[src/rtl/polar_enc_pkg.sv]
`timescale 1ns/1ps
package polar_enc_pkg;

  // Widest mask the helper functions handle.
  localparam int MAX_N = 64;

  // Number of set mask bits below position pos.
  function automatic int info_rank(input logic [MAX_N-1:0] mask, input int pos);
    int r;
    r = 0;
    for (int i = 0; i < MAX_N; i++) begin
      if (i < pos && mask[i]) r++;
    end
    return r;
  endfunction

  // Reverse the lowest nbits of idx.
  function automatic int bit_rev(input int idx, input int nbits);
    int r;
    r = 0;
    for (int b = 0; b < 32; b++) begin
      if (b < nbits && ((idx >> b) & 1) == 1) r = r | (1 << (nbits - 1 - b));
    end
    return r;
  endfunction

endpackage

[src/rtl/polar_frozen_map.sv]
`timescale 1ns/1ps
module polar_frozen_map
  import polar_enc_pkg::*;
#(
  parameter int N = 8,
  parameter int K = 5,
  parameter logic [N-1:0] INFO_MASK = 8'hEA
) (
  input  logic [K-1:0] msg,
  output logic [N-1:0] u
);

  // Each vector slot is either fed by a message bit or tied to zero.
  for (genvar i = 0; i < N; i++) begin : g_slot
    localparam int RANK = info_rank(MAX_N'(INFO_MASK), i);
    if (INFO_MASK[i] && RANK < K) begin : g_info
      assign u[i] = msg[RANK];
    end else begin : g_frozen
      assign u[i] = 1'b0;
    end
  end

  // the placement is a permutation of the message into the vector.
  always_comb begin
    a_r2_weight_kept: assert ($countones(u) == $countones(msg));
  end

endmodule

[src/rtl/polar_butterfly.sv]
`timescale 1ns/1ps
module polar_butterfly #(
  parameter int N_LOG = 3,
  localparam int N = 1 << N_LOG
) (
  input  logic [N-1:0] u,
  output logic [N-1:0] x
);

  // st[s] is the vector entering stage s.
  logic [N_LOG:0][N-1:0] st;

  assign st[0] = u;

  for (genvar s = 0; s < N_LOG; s++) begin : g_stage
    for (genvar i = 0; i < N; i++) begin : g_node
      if (((i >> s) & 1) == 0) begin : g_upper
        assign st[s+1][i] = st[s][i] ^ st[s][i + (1 << s)];
      end else begin : g_lower
        assign st[s+1][i] = st[s][i];
      end
    end
  end

  assign x = st[N_LOG];

  // the first output is the parity of the whole vector, and the last passes straight through.
  always_comb begin
    a_r4_parity_head: assert (x[0] == ^u);
    a_r4_tail_pass: assert (x[N-1] == u[N-1]);
  end

endmodule

[src/rtl/polar_encoder.sv]
`timescale 1ns/1ps
module polar_encoder
  import polar_enc_pkg::*;
#(
  parameter int N_LOG = 3,
  localparam int N = 1 << N_LOG,
  parameter int K = 5,
  parameter logic [N-1:0] INFO_MASK = 8'hEA,
  parameter bit OUT_BITREV = 1'b0
) (
  input  logic         clk,
  input  logic         rst,
  input  logic         in_valid,
  input  logic [K-1:0] in_msg,
  output logic         out_valid,
  output logic [N-1:0] out_cw
);

  logic [N-1:0] u_vec;
  logic [N-1:0] x_nat;
  logic [N-1:0] cw_ord;

  polar_frozen_map #(
    .N(N),
    .K(K),
    .INFO_MASK(INFO_MASK)
  ) u_map (
    .msg(in_msg),
    .u(u_vec)
  );

  polar_butterfly #(
    .N_LOG(N_LOG)
  ) u_bfly (
    .u(u_vec),
    .x(x_nat)
  );

  // Output index order: natural, or bit-reversed.
  if (OUT_BITREV) begin : g_rev
    for (genvar j = 0; j < N; j++) begin : g_bit
      assign cw_ord[j] = x_nat[bit_rev(j, N_LOG)];
    end
  end else begin : g_nat
    assign cw_ord = x_nat;
  end

  always_ff @(posedge clk) begin
    if (rst) begin
      out_valid <= 1'b0;
      out_cw    <= '0;
    end else begin
      out_valid <= in_valid;
      if (in_valid) out_cw <= cw_ord;
    end
  end

  // the output strobe follows an accepted message one cycle later.
  a_r5_valid_follows: assert property (@(posedge clk) disable iff (rst)
    in_valid |=> out_valid);

  // no output strobe without an accepted message.
  a_r5_no_spurious: assert property (@(posedge clk) disable iff (rst)
    !in_valid |=> !out_valid);

  // the codeword holds while nothing is accepted.
  a_r6_hold: assert property (@(posedge clk) disable iff (rst)
    !in_valid |=> $stable(out_cw));

endmodule

[config.mk]
export PLATFORM = sky130hd
export DESIGN_NAME = polar_encoder
export DESIGN_NICKNAME = d
export VERILOG_FILES = /design/src/rtl/polar_enc_pkg.sv /design/src/rtl/polar_frozen_map.sv /design/src/rtl/polar_butterfly.sv /design/src/rtl/polar_encoder.sv
export SDC_FILE = /design/constraint.sdc
export NUM_CORES = 1
export LEC_CHECK = 0
export BUFFER_PORTS_ARGS = -buffer_cell sky130_fd_sc_hd__clkbuf_2
export CORE_AREA = 2 2 39 41
export DETAILED_ROUTE_END_ITERATION = 8
export DIE_AREA = 0 0 41 43
export MAX_ROUTING_LAYER = met4
export SLEW_MARGIN = 20
export SYNTH_ARGS = -nofsm -noshare
export SYNTH_HDL_FRONTEND = slang
export SYNTH_SLANG_ARGS = --single-unit
export TNS_END_PERCENT = 100
[constraint.sdc]
create_clock -name clk -period 3.5 [get_ports clk]
set_clock_uncertainty 0.2 [all_clocks]
set_input_delay 0.525 -clock clk [delete_from_list [all_inputs] [get_ports clk]]
set_output_delay 0.525 -clock clk [all_outputs]
set_load 0.05 [all_outputs]
==> metrics <==
setup bufs post-CTS 0; Hold Path End out_cw[1]; DIE WIDTH 41 um; fmax roughly 630 MHz; Chip Height approximately 43 um; Reg-to-Reg End out_cw[0]; Crit Path Category register to primary output; Max Cap Viol 0; CTS Buf Count 3; CP arrival between 0.8 and 0.9 ns; CP max-delay cell dfxtp_1; DRT iter0 DRCs 4; Post-CTS Resized 0; worst path bufs/invs 1; r2r worst-path depth 2; Final Max Slew Viols 0; HP Start out_cw[1]; # hold bufs at CTS 0; VDD IR-drop max 0.138 mV; pin count of the biggest net entering global routing 14; Synth Area in Compound Gates 0.103; slowest cell delay on critical path approximately 0.34 ns; post-synthesis sequential area ratio 0.480; global route total overflow 0; Fin Setup TNS 0 ns; Syn. warnings 0; Post-Syn Instances 37; Hold Path Class register to register; clock-pin slew on the worst setup and hold paths approximately 0.070 ns; cell count of the worst hold path 2; Worst Setup End Kind primary output; crit-path leading delay family flip-flops; Final setup viols 0; static leakage ~0.22 nW; mux contribution to synthesized area 0.0800; ANT nets after route 0; worst-skew pair later-pin latency roughly 0.25 ns; CTS tree done; vias in the first global route roughly 260; Sink Count 9; CP cell instances clkbuf_2; Synth Net Count 45; global-route wire length before repair 1010 um; Final Util 0.357; Yosys cell types 13; worst-case clock buffer depth 2; Cell Pwr Density 544 nW/um^2; via count around 310; Synth area leader dfxtp_1; simple-gate share of the synthesized area 0.123; Final WS setup about 1.9 ns; worst slack at placement roughly 1.7 ns; crit path launch type register; R2R setup slack roughly 2.6 ns; Detailed Routing Iterations Pass 1 2; post-synth top area share 0.480; post-DR wirelength/cell approximately 9.6 um; Synth Area in Adders 0; core area around 1400 sq um; P&R area growth vs syn 31.7%; DIE AREA approximately 1800 sq um; origin of the critical flop-to-flop path out_cw[0]; Seq cells post-synth 9; Ant. Diodes 0; Pwr Total roughly 270 uW; Final Routed Wirelength 682 um; I/O Pins 17; drt drc 0; xor and xnor area share after synthesis 0.183; NumNets Final 64; fin crit share 0.456; syn_area_per_cell 10.1 sq um; critical path peak fanout 2; # rows 14; antenna violations before repair 0; Fin. Hold Viols 0; Max H-tree Level 1; share of cells above drive strength 1 0.364; Worst EP required 2.77 ns; Final Critical Period 1.60 ns; PortBufs 16; status completed; clock tree root driver cell clkbuf_4; Starting Density 0.271; Mapped Area between 300 and 400 sq um; slew margin rel. 0.829; Total Routing Usage GR 0.0907; main combinational cell family by area after synthesis XOR/XNOR gates; RSZ-0062 raised after global routing no; hpwl dp ~540 um; GP Congestion approximately 0.64; Synth area leaders dfxtp_1, xnor2_1, mux2i_1; vias per inst 4.41; Least-Margin Pin Slew between 0.2 and 0.3 ns
## power by group
| part | switching (mW) | internal, mW | leakage [nW] |
|---|---|---|---|
| clock network | 0.0376 | 0.0440 | 0.0150 |
| logic | 0.0502 | 0.0221 | 0.133 |
| registers | 0.00373 | 0.111 | 0.0746 |
| total | 0.0916 | 0.177 | 0.223 |
## metrics by stage
step	hold WS (ns)	cells	cell area, sq um
finish	0.284	71	494
global route	0.306	71	494
CTS	0.285	71	494
detailed placement	0.277	67	468
global placement	0.278	67	468
floorplan	0.462	37	375
## sequential cells by signal, summed over array words and instances (netlist names)
register / flops
out_cw: 8
out_valid: 1
## routing by layer
metal | GRT usage | share of wire | wire (um) | up-vias
met5 | - | 0 | 0 | -
met4 | 0.0800 | 0.029 | 20 | 0
met3 | 0.0314 | 0.057 | 39 | 5
met2 | 0.128 | 0.47 | 321 | 12
met1 | 0.0939 | 0.44 | 300 | 135
li1 | - | - | - | 161
## layout make-up
type | instances | area [sq um]
well taps | 16 | 20.0
inverters | 1 | 3.75
repair buffers | 16 | 80.1
flip-flops and latches | 9 | 180
multi-input cells | 25 | 184
clock buffers | 4 | 26.3
fillers | 153 | 890
## cell usage in the layout (no fill, tap or decap)
cell type | synthesis | final
a211oi_1 | 4 | 4
clkbuf_1 | 1 | 1
clkbuf_2 | 0 | 16
clkbuf_4 | 0 | 3
dfxtp_1 | 9 | 9
inv_1 | 1 | 1
mux2i_1 | 3 | 3
nand3_1 | 1 | 1
nor2_1 | 7 | 7
nor2b_1 | 1 | 1
o311ai_1 | 1 | 1
or3b_1 | 1 | 1
xnor2_1 | 6 | 6
xnor2_2 | 1 | 1
## worst max path at each step
stage              start   endpoint  slack, ns  cells past startpoint
2_1_floorplan  in_msg[4]  out_cw[0]       1.94                      4
3_3_place_gp   in_msg[4]  out_cw[0]       1.70                      5
3_5_place_dp   in_msg[4]  out_cw[0]       1.66                      5
4_1_cts        out_cw[7]  out_cw[7]       1.89                      1
5_1_grt        out_cw[3]  out_cw[3]       1.85                      1
6_report       out_cw[7]  out_cw[7]       1.90                      1
## cell usage after synthesis
cell type and n:
nor2_1 7, or3b_1 1, inv_1 1, xnor2_2 1, nand3_1 1, clkbuf_1 1, dfxtp_1 9, o311ai_1 1
a211oi_1 4, xnor2_1 6, nor2b_1 1, mux2i_1 3, buf_1 1
## cells by family after synthesis
| group | count (synthesis) |
|---|---|
| AND/OR/NAND/NOR | 10 |
| multiplexers | 3 |
| AO/OA/AOI/OAI | 5 |
| XOR/XNOR | 7 |
| buffers and inverters | 3 |
| flip-flops | 9 |
Power figures use the tool's default switching activity.
